### src/rtl/miss_cls_pkg.sv
package miss_cls_pkg;
  typedef enum logic [1:0] {
    CLS_NONE = 2'd0,
    CLS_COMP = 2'd1,
    CLS_CAP  = 2'd2,
    CLS_CONF = 2'd3
  } miss_cls_e;

  localparam int NUM_CNT = 5;
  localparam int IDX_COMP = 0;
  localparam int IDX_CAP  = 1;
  localparam int IDX_CONF = 2;
  localparam int IDX_RD   = 3;
  localparam int IDX_WR   = 4;
endpackage

### src/rtl/seen_bitmap.sv
module seen_bitmap #(
  parameter int IDX_W = 8
) (
  input  logic             clk,
  input  logic             rst,
  input  logic             mark,
  input  logic [IDX_W-1:0] idx,
  output logic             seen
);
  localparam int NBITS = 1 << IDX_W;

  logic [NBITS-1:0] bits_q;

  // value before this access updates it
  assign seen = bits_q[idx];

  always_ff @(posedge clk) begin
    if (rst) bits_q <= '0;
    else if (mark) bits_q[idx] <= 1'b1;
  end


  seen_sticky_chk: assert property (@(posedge clk) disable iff (rst)
    mark |=> bits_q[$past(idx)]);
endmodule

### src/rtl/fa_lru_shadow.sv
module fa_lru_shadow #(
  parameter int TAG_W = 8,
  parameter int DEPTH = 8
) (
  input  logic             clk,
  input  logic             rst,
  input  logic             touch,
  input  logic [TAG_W-1:0] tag,
  output logic             hit
);
  localparam int POS_W = (DEPTH > 1) ? $clog2(DEPTH) : 1;

  // slot 0 is most recent, slot DEPTH-1 least recent
  logic [TAG_W-1:0] tags_q [DEPTH];
  logic [DEPTH-1:0] vld_q;
  logic [DEPTH-1:0] match;
  logic [POS_W-1:0] pos;

  always_comb begin
    for (int i = 0; i < DEPTH; i++) match[i] = vld_q[i] && (tags_q[i] == tag);
  end

  assign hit = |match;

  // hit slot, or the last slot on a miss: slots up to pos shift down
  always_comb begin
    pos = POS_W'(DEPTH - 1);
    for (int i = DEPTH - 1; i >= 0; i--) if (match[i]) pos = POS_W'(i);
  end

  generate
    for (genvar g = 0; g < DEPTH; g++) begin : g_slot
      if (g == 0) begin : g_head
        always_ff @(posedge clk) begin
          if (rst) begin
            vld_q[0]  <= 1'b0;
            tags_q[0] <= '0;
          end else if (touch) begin
            vld_q[0]  <= 1'b1;
            tags_q[0] <= tag;
          end
        end
      end else begin : g_tail
        always_ff @(posedge clk) begin
          if (rst) begin
            vld_q[g]  <= 1'b0;
            tags_q[g] <= '0;
          end else if (touch && (POS_W'(g) <= pos)) begin
            vld_q[g]  <= vld_q[g-1];
            tags_q[g] <= tags_q[g-1];
          end
        end
      end
    end
  endgenerate


  single_match_chk: assert property (@(posedge clk) disable iff (rst)
    $onehot0(match));

  mru_insert_chk: assert property (@(posedge clk) disable iff (rst)
    touch |=> (vld_q[0] && tags_q[0] == $past(tag)));
endmodule

### src/rtl/sat_counter.sv
module sat_counter #(
  parameter int W = 32
) (
  input  logic         clk,
  input  logic         rst,
  input  logic         inc,
  output logic [W-1:0] q
);
  localparam logic [W-1:0] MAXV = '1;

  always_ff @(posedge clk) begin
    if (rst) q <= '0;
    else if (inc && q != MAXV) q <= q + 1'b1;
  end


  count_step_chk: assert property (@(posedge clk) disable iff (rst)
    (inc && q != MAXV) |=> q == $past(q) + 1'b1);

  count_hold_chk: assert property (@(posedge clk) disable iff (rst)
    (q == MAXV) |=> q == MAXV);
endmodule

### src/rtl/miss_classifier.sv
module miss_classifier #(
  parameter int LINE_W       = 8,
  parameter int SHADOW_LINES = 8,
  parameter int CNT_W        = 32
) (
  input  logic              clk,
  input  logic              rst,
  input  logic              acc_valid,
  output logic              acc_ready,
  input  logic [LINE_W-1:0] acc_line,
  input  logic              acc_hit,
  input  logic              acc_half,
  input  logic              acc_write,
  output logic [CNT_W-1:0]  comp_cnt,
  output logic [CNT_W-1:0]  cap_cnt,
  output logic [CNT_W-1:0]  conf_cnt,
  output logic [CNT_W-1:0]  rd_miss_cnt,
  output logic [CNT_W-1:0]  wr_miss_cnt
);
  import miss_cls_pkg::*;

  localparam int SUM_W = CNT_W + 2;
  localparam logic [CNT_W-1:0] CMAX = '1;

  logic ready_q;
  logic take, touch, miss;
  logic seen, sh_hit;
  miss_cls_e cls;
  logic [NUM_CNT-1:0] inc;
  logic [CNT_W-1:0] cnt [NUM_CNT];

  always_ff @(posedge clk) begin
    if (rst) ready_q <= 1'b0;
    else ready_q <= 1'b1;
  end
  assign acc_ready = ready_q;

  assign take  = acc_valid && ready_q;
  assign touch = take && !acc_half;
  assign miss  = touch && !acc_hit;

  seen_bitmap #(.IDX_W(LINE_W)) u_seen (
    .clk(clk), .rst(rst), .mark(touch), .idx(acc_line), .seen(seen)
  );

  fa_lru_shadow #(.TAG_W(LINE_W), .DEPTH(SHADOW_LINES)) u_shadow (
    .clk(clk), .rst(rst), .touch(touch), .tag(acc_line), .hit(sh_hit)
  );

  always_comb begin
    if (!miss)       cls = CLS_NONE;
    else if (!seen)  cls = CLS_COMP;
    else if (!sh_hit) cls = CLS_CAP;
    else             cls = CLS_CONF;
  end

  always_comb begin
    inc           = '0;
    inc[IDX_COMP] = (cls == CLS_COMP);
    inc[IDX_CAP]  = (cls == CLS_CAP);
    inc[IDX_CONF] = (cls == CLS_CONF);
    inc[IDX_RD]   = miss && !acc_write;
    inc[IDX_WR]   = miss && acc_write;
  end

  generate
    for (genvar g = 0; g < NUM_CNT; g++) begin : g_cnt
      sat_counter #(.W(CNT_W)) u_cnt (
        .clk(clk), .rst(rst), .inc(inc[g]), .q(cnt[g])
      );
    end
  endgenerate

  assign comp_cnt    = cnt[IDX_COMP];
  assign cap_cnt     = cnt[IDX_CAP];
  assign conf_cnt    = cnt[IDX_CONF];
  assign rd_miss_cnt = cnt[IDX_RD];
  assign wr_miss_cnt = cnt[IDX_WR];


  ready_low_after_reset_chk: assert property (@(posedge clk) disable iff (rst)
    $past(rst) |-> !acc_ready);

  half_ignored_chk: assert property (@(posedge clk) disable iff (rst)
    (take && acc_half) |=> ($stable(comp_cnt) && $stable(cap_cnt) &&
      $stable(conf_cnt) && $stable(rd_miss_cnt) && $stable(wr_miss_cnt)));

  miss_sum_chk: assert property (@(posedge clk) disable iff (rst)
    (comp_cnt != CMAX && cap_cnt != CMAX && conf_cnt != CMAX &&
     rd_miss_cnt != CMAX && wr_miss_cnt != CMAX) |->
    (SUM_W'(comp_cnt) + SUM_W'(cap_cnt) + SUM_W'(conf_cnt) ==
     SUM_W'(rd_miss_cnt) + SUM_W'(wr_miss_cnt)));
endmodule

### config.mk
export PLATFORM = sky130hd
export DESIGN_NAME = miss_classifier
export DESIGN_NICKNAME = d
export VERILOG_FILES = /design/src/rtl/miss_cls_pkg.sv /design/src/rtl/seen_bitmap.sv /design/src/rtl/fa_lru_shadow.sv /design/src/rtl/sat_counter.sv /design/src/rtl/miss_classifier.sv
export SDC_FILE = /design/constraint.sdc
export NUM_CORES = 1
export LEC_CHECK = 0
export ABC_AREA = 1
export BUFFER_PORTS_ARGS = -buffer_cell sky130_fd_sc_hd__buf_4
export CAP_MARGIN = 20
export CORE_MARGIN = 1
export CORE_UTILIZATION = 55
export CTS_CLUSTER_DIAMETER = 40
export DETAILED_ROUTE_END_ITERATION = 10
export GPL_ROUTABILITY_DRIVEN = 0
export MAX_ROUTING_LAYER = met4
export PLACE_DENSITY = 0.8
export SLEW_MARGIN = 20
export SYNTH_ARGS = -nofsm -noshare
export SYNTH_HDL_FRONTEND = slang
export SYNTH_SLANG_ARGS = --single-unit
### constraint.sdc
create_clock -name clk -period 5.9 [get_ports clk]
set_input_delay 0.59 -clock clk [delete_from_list [all_inputs] [get_ports clk]]
set_output_delay 0.59 -clock clk [all_outputs]
set_load 0.01 [all_outputs]
==> results.py, run 1 <==
metrics = {
    "final_layout": {
        "fin_nets": 3702,
        "fillers": 3809,
        "antenna_cells": 0,
        "drive_gt1_frac": 0.1016,
        "layoutNonFillerInstCount": 4325,
        "area_growth_syn_to_layout_pct": 16.44,
        "fin_area_um2": 28250,
    },
    "synthesis": {
        "ys_warn_count": 0,
        "synth_cell_types": 51,
        "seq_area_frac_synth": 0.4298,
        "synth_seq_cells": 489,
        "synth_edf_count": 64,
        "netlist_instances": 3574,
        "synth_flop_cell": "dfxtp_1",
        "synthArstFlopShare": 0,
        "synth_area_per_cell_um2": 6.790,
        "syn-cell-area_um2": 24270,
        "synth_nets": 3593,
    },
    "sta": {
        "rsz0062_at_grt": "no",
        "slew_headroom": 0.2668,
        "fmax_ghz": 0.2606,
        "setup-violations-final": 0,
        "fin_setup_tns_ns": 0,
        "skew_ns": 0.02939,
        "finalMaxSlewViolations": 0,
        "period_share": 0.6505,
        "timing.final.crit_period_ns": 3.838,
        "tightestPinTransition_ns": 1.096,
        "finalHoldViolCount": 0,
    },
    "power": {
        "power.density_nw_per_um2": 282.2,
        "p_leak_uw": 0.01093,
        "ir_worst_vdd_v": 0.0002222,
    },
    "route": {
        "routed_wl_um": 69150,
        "postRouteAntennaNets": 0,
        "vias_per_cell": 5.495,
        "drtPass1Iterations": 6,
        "avgRoutedWirePerCell_um": 15.99,
        "drcViolationCount": 0,
        "first_iter_violations": 2622,
        "via_count": 23760,
    },
    "clocking": {
        "root_buffer": "clkbuf_16",
        "ctsHoldBuffers": 0,
        "clock_path_buffers": 3,
        "cts_resized": 0,
        "clock_sinks": 489,
        "postCtsSetupBuffers": 0,
        "clk_pin_slew_worst_paths_ns": 0.06,
        "cts.htree.levels": 3,
        "cts_tree": "done",
        "cts_buffers": 71,
        "clock_latency_ns": 0.61,
    },
    "floorplanning": {
        "placementRows": 76,
        "die_height_um": 212.0,
        "core-area_um2": 43270,
        "initial_utilization": 0.5608,
        "die_x_um": 212.0,
        "boundaryPins": 175,
        "design.die.area_um2": 44960,
    },
    "critical_path": {
        "path_max_fanout": 74,
        "endpoint_kind": "flip-flop",
        "ff2ff_path_depth": 15,
        "startpoint_type": "input port",
        "crit_required_ns": 6.43,
        "crit_type": "in2reg",
        "crit_arrival_ns": 4.37,
    },
    "global_route": {
        "grt_pass1_wl_um": 110200,
        "grt_start_max_net_pins": 214,
        "grt_pass1_vias": 21690,
        "grt_usage": 0.3124,
        "antenna_found_initial": 0,
        "grt_overflow_total": 0,
    },
    "outcome": {
        "status": "finished clean",
    },
    "placed_design": {
        "hpwl_um": 43240,
        "portBuffers": 174,
        "dp_cells": 4194,
        "dpl_cell_area_um2": 25800,
    },
    "hold_path": {
        "hold_depth": 2,
        "hold_class": "in2reg",
    },
    "flow_run": {
        "max-cap-violations": 0,
    },
}
==> per-stage QoR <==
stage	power, µW	hold slack [ns]	setup slack [ns]	utilization
2_1_floorplan	3684	0.4301	2.992	-
3_3_place_gp	3761	0.4360	1.643	0.5962
3_5_place_dp	3764	0.4399	1.595	0.5963
4_1_cts	8004	0.3817	2.226	0.6525
5_1_grt	8178	0.4043	1.799	0.6530
6_report	7973	0.3897	2.062	0.6530
==> layout by cell type (no fill, tap or decap), types with 6 or more instances in the layout <==
cell and instances:
a21oi_1 385, buf_4 195, clkbuf_1 8, clkbuf_16 72
clkbuf_8 10, clkinv_2 9, dfxtp_1 425, edfxtp_1 64
inv_1 401, inv_2 10, inv_6 9, nand2_1 1084
nand2_2 6, nand3_1 111, nand4_1 58, nor2_1 392
nor2_2 16, nor3_1 88, nor3_2 7, nor3_4 6
nor3b_1 8, nor4_1 38, o21ai_0 111, o21ai_1 32
o21bai_1 6, o22ai_1 20, xnor2_1 15, xor2_1 83
==> path summary, 6_finish.rpt <==
kind                                         start                    to  slack [ns]
worst max-delay path                   acc_line[1]  g_cnt[0].u_cnt.q[17]        2.06
worst min register to register  u_seen.bits_q[202]    u_seen.bits_q[202]        0.45
worst min-delay path                           rst   g_cnt[1].u_cnt.q[1]        0.39
worst max register to register           acc_ready  g_cnt[3].u_cnt.q[22]        2.26
==> per-layer routing <==
metal  routed length, µm  vias up  share of wire  track usage
met5                   0        -              0            -
met4                2048        0          0.030       0.1147
met3                6201      194          0.090      0.05746
met2               31420     1057           0.45       0.4816
met1               29490    10880           0.43       0.4086
li1                    -    11630              -            -
==> kinds of logic after synthesis <==
family | count (synthesis) | synth area share
and+or+nand+nor | 1834 | 0.3128
buffers and inverters | 579 | 0.09807
AOI/OAI and AO/OA | 569 | 0.1213
DFF | 489 | 0.4298
xor gates and xnor gates | 98 | 0.03537
adders and majority gates | 5 | 0.002578
==> Yosys cell counts, types with 20 or more instances <==
library cell	count	share of area
nor4_1	38	0.0098
nand2_1	1084	0.17
nand4_1	58	0.015
buf_2	33	0.0068
nand3_1	111	0.023
a21oi_1	385	0.079
nor3_1	100	0.021
nor2_1	402	0.062
dfxtp_1	425	0.35
xor2_1	83	0.030
edfxtp_1	64	0.079
o22ai_1	20	0.0052
o21ai_1	32	0.0066
inv_1	402	0.062
o21ai_0	111	0.023
clkbuf_1	95	0.015
==> layout make-up <==
| type | instances | area (µm²) | area share |
|---|---|---|---|
| multi-input cells | 2506 | 11570 | 0.4096 |
| flip-flops and latches | 489 | 10430 | 0.3691 |
| clock buffers | 90 | 1969 | 0.06970 |
| repair buffers | 199 | 1530 | 0.05416 |
| well taps | 585 | 732.0 | 0.02591 |
| clock inverters | 40 | 459.2 | 0.01625 |
| inverters | 416 | 1562 | 0.05527 |
==> registers in the layout, indices dropped and copies added, names as in the netlist <==
| name | flops |
|---|---|
| u_seen.bits_q | 256 |
| acc_ready | 1 |
| g_cnt.u_cnt.q | 160 |
| u_shadow.tags_q | 64 |
| u_shadow.vld_q | 8 |
==> power breakdown <==
| part | switching, µW | internal, µW |
|---|---|---|
| clock network | 1640 | 2630 |
| logic | 237 | 52.3 |
| registers | 15.7 | 3400 |
| total | 1890 | 6080 |
==> critical path, stage by stage <==
cell and delay (ns):
buf_4 0.66, inv_2 0.35, buf_4 0.34, nand2_1 0.10, nand2_1 0.05, nand2_1 0.05
nand2_1 0.07, nor2_1 0.13, nor2_1 0.06, nor2_1 0.19, nand2_1 0.08, nand2_1 0.07
nand2_2 0.10, inv_2 0.06, nand2_1 0.20, nor2_2 0.57, buf_4 0.31, nand2_1 0.08
nand2_1 0.07, nand2_1 0.04, nor2_1 0.12
No activity file was read; power rests on OpenSTA's default activity.
==> run 2, diff against run 1 <==
--- a/config.mk
+++ b/config.mk
@@ -5,16 +5,16 @@
 export SDC_FILE = /design/constraint.sdc
 export NUM_CORES = 1
 export LEC_CHECK = 0
-export ABC_AREA = 1
+export ABC_AREA = 0
 export BUFFER_PORTS_ARGS = -buffer_cell sky130_fd_sc_hd__buf_4
 export CAP_MARGIN = 20
 export CORE_MARGIN = 1
-export CORE_UTILIZATION = 55
+export CORE_UTILIZATION = 54
 export CTS_CLUSTER_DIAMETER = 40
 export DETAILED_ROUTE_END_ITERATION = 10
 export GPL_ROUTABILITY_DRIVEN = 0
 export MAX_ROUTING_LAYER = met4
-export PLACE_DENSITY = 0.8
+export PLACE_DENSITY = 0.82
 export SLEW_MARGIN = 20
 export SYNTH_ARGS = -nofsm -noshare
 export SYNTH_HDL_FRONTEND = slang
==> constraint.sdc (replaced) <==
create_clock -name clk -period 3.1 [get_ports clk]
set_input_delay 0.31 -clock clk [delete_from_list [all_inputs] [get_ports clk]]
set_output_delay 0.31 -clock clk [all_outputs]
set_load 0.01 [all_outputs]
==> run 2 against run 1 <==
The run now ends with negative setup slack left. Largest cell class unchanged. Largest power group unchanged. Critical endpoint is now g_cnt[0].u_cnt.q[25]. Via count decreased by 19%. Clock skew decreased by 0.0049 ns. Utilization increased by 2.6 points. Synthesized cell count decreased by 35%. Global-route usage decreased by 2.2 points.
==> results.py, run 2 <==
metrics = {
    "outcome": {
        "status": "finished, violations left",
        "violations": "negative setup slack",
    },
    "sta": {
        "fin_ws_ns": -0.1303,
        "hold_ws_ns": 0.08105,
        "setup-violations-final": 48,
        "slew_headroom": 0.2488,
        "fmax_ghz": 0.3096,
        "fin_setup_tns_ns": -2.736,
        "tightestPinTransition_ns": 1.118,
        "skew_ns": 0.02453,
        "period_share": 1.042,
        "rsz0062_at_grt": "yes",
        "finalMaxSlewViolations": 0,
        "timing.final.crit_period_ns": 3.230,
        "finalHoldViolCount": 0,
    },
    "critical_path": {
        "crit-reg2reg-capture": "g_cnt[0].u_cnt.q[25]",
        "cpPeakStageDelay_ns": 0.55,
        "rrSetupSlack_ns": -0.13,
        "endpoint_kind": "flip-flop",
        "rr_startpoint": "u_seen.bits_q[111]",
        "ff2ff_path_depth": 9,
        "cpLargestDelayFamily": "multiplexers",
        "crit_arrival_ns": 3.74,
        "crit_chain": "mux4_2 -> mux4_2 -> nand2b_4 -> a41o_1 -> a41oi_2 -> buf_4 -> a22oi_2 -> or4_4 -> mux2_4",
        "cp.buffers_inverters": 1,
        "crit_required_ns": 3.61,
        "cp_common_cell": "mux4_2",
        "cpMaxStageDelayCell": "or4_4",
        "crit_type": "reg2reg",
        "path_max_fanout": 5,
        "startpoint_type": "flip-flop",
    },
    "route": {
        "drtPass1Iterations": 8,
        "postRouteAntennaNets": 0,
        "avgRoutedWirePerCell_um": 19.50,
        "routed_wl_um": 60910,
        "first_iter_violations": 2373,
        "vias_per_cell": 6.145,
        "via_count": 19200,
        "drcViolationCount": 0,
    },
    "final_layout": {
        "layout_commonest_cell": "dfxtp_1",
        "drive_gt1_frac": 0.2351,
        "fin_area_um2": 27000,
        "antenna_cells": 0,
        "fillers": 2724,
        "fin_nets": 2566,
        "area_growth_syn_to_layout_pct": 24.35,
        "reg.largest.list": "u_seen.bits_q x256, g_cnt.u_cnt.q x160, u_shadow.tags_q x64",
        "final_cell_mix": "dfxtp_1, nor2_1, a21oi_1",
        "regMostFlops": "u_seen.bits_q",
        "largest_reg_flops": 256,
    },
    "synthesis": {
        "netlist.area_leader.share": 0.3919,
        "netlist_instances": 2317,
        "synthTopCellsByArea": "dfxtp_1, edfxtp_1, nor2_1, a21oi_1, mux4_2",
        "synthArstFlopShare": 0,
        "ys_top_cells_by_count": "dfxtp_1, nor2_1, a21oi_1",
        "synth_top_area_cell": "dfxtp_1",
        "synth_edf_count": 64,
        "seq_area_frac_synth": 0.4804,
        "syn-cell-area_um2": 21710,
        "synth_cell_types": 62,
        "ys_warn_count": 0,
        "synth_seq_cells": 489,
        "synth.most_common_cell": "dfxtp_1",
        "synth_flop_cell": "dfxtp_1",
        "synth_nets": 2336,
        "synth_area_per_cell_um2": 9.371,
    },
    "placed_design": {
        "portBuffers": 174,
        "hpwl_um": 37840,
        "dpl_cell_area_um2": 24160,
    },
    "clocking": {
        "clock_latency_ns": 0.64,
        "clk_pin_slew_worst_paths_ns": 0.06,
        "cts.htree.levels": 2,
        "cts_tree": "done",
        "clock_sinks": 489,
        "cts_buffers": 61,
        "root_buffer": "clkbuf_16",
        "clock_path_buffers": 3,
    },
    "power": {
        "p_total_uw": 14790,
        "ir_worst_vdd_v": 0.0005525,
        "p_leak_uw": 0.01030,
        "power.density_nw_per_um2": 547.8,
    },
    "global_route": {
        "grt_usage": 0.2900,
        "grt_start_max_net_pins": 223,
        "grt_overflow_total": 0,
        "grt_pass1_vias": 18340,
        "antenna_found_initial": 0,
        "grt_pass1_wl_um": 94440,
    },
    "floorplanning": {
        "die_height_um": 202.5,
        "core-area_um2": 39730,
        "die_x_um": 202.5,
        "design.die.area_um2": 41010,
        "placementRows": 73,
        "boundaryPins": 175,
        "initial_utilization": 0.5465,
    },
    "hold_path": {
        "hold_class": "in2reg",
        "min_to": "g_cnt[2].u_cnt.q[30]",
        "hp-start": "rst",
        "hold_depth": 2,
    },
    "flow_run": {
        "max-cap-violations": 0,
    },
}
[run 2: power breakdown]
part,switching (µW),internal [µW]
logic,528,347
clock network,3040,4380
registers,31.0,6470
total,3600,11200
[run 2: how the worst max path moves through the flow]
stage | from | to | cells after the start
floorplan | acc_line[0] | g_cnt[0].u_cnt.q[10] | 9
global placement | acc_line[0] | g_cnt[0].u_cnt.q[4] | 12
detailed placement | acc_line[0] | g_cnt[0].u_cnt.q[30] | 11
CTS | u_seen.bits_q[109] | g_cnt[0].u_cnt.q[25] | 9
global route | u_seen.bits_q[99] | g_cnt[1].u_cnt.q[4] | 14
finish | u_seen.bits_q[111] | g_cnt[0].u_cnt.q[25] | 9
[run 2: final cells by class]
class / instances / area (µm²) / area share
clock buffer: 71 / 1668 / 0.06178
clock inverter: 44 / 508.0 / 0.01882
inverter: 16 / 60.06 / 0.002224
multi-input combinational: 1654 / 10860 / 0.4022
sequential: 489 / 10430 / 0.3864
tap: 525 / 656.9 / 0.02433
timing repair buffer: 325 / 2815 / 0.1043
[run 2: cell families (layout without fill, tap and decap cells)]
| family | after synthesis | in the layout | synth area share |
|---|---|---|---|
| buffers and inverters | 175 | 456 | 0.03630 |
| AND/OR/NAND/NOR | 965 | 965 | 0.2177 |
| AO/OA/AOI/OAI | 418 | 419 | 0.1107 |
| XOR/XNOR | 120 | 120 | 0.04841 |
| multiplexers | 145 | 145 | 0.1036 |
| flip-flops | 489 | 489 | 0.4804 |
| adder cells (fa/ha/maj) | 5 | 5 | 0.002881 |
[run 2: through the flow]
stage / worst slack, ns / cells / utilization
after floorplan: 0.01264 / 2317 / -
after global placement: -0.5127 / 2989 / 0.6081
after detailed placement: -0.6064 / 2989 / 0.6081
after CTS: -0.06975 / 3109 / 0.6674
after global routing: -0.2107 / 3124 / 0.6795
final: -0.1303 / 3124 / 0.6795
[run 2: layer usage]
| metal | GRT usage | share of wire | routed length, µm |
|---|---|---|---|
| met1 | 0.3600 | 0.39 | 23820 |
| met2 | 0.4686 | 0.49 | 29850 |
| met3 | 0.05506 | 0.086 | 5224 |
| met4 | 0.1109 | 0.033 | 2023 |
| met5 | - | 0 | 0 |
[run 2: what timing repair did]
action / 4_1_cts / 5_1_grt
hold endpoints to repair: 0 / 0
resized for setup: 21 / 55
hold buffers: 0 / 0
pin swaps: 11 / 17
cloned: 2 / 8
buffers inserted: 4 / 7
setup endpoints to repair: 56 / 67
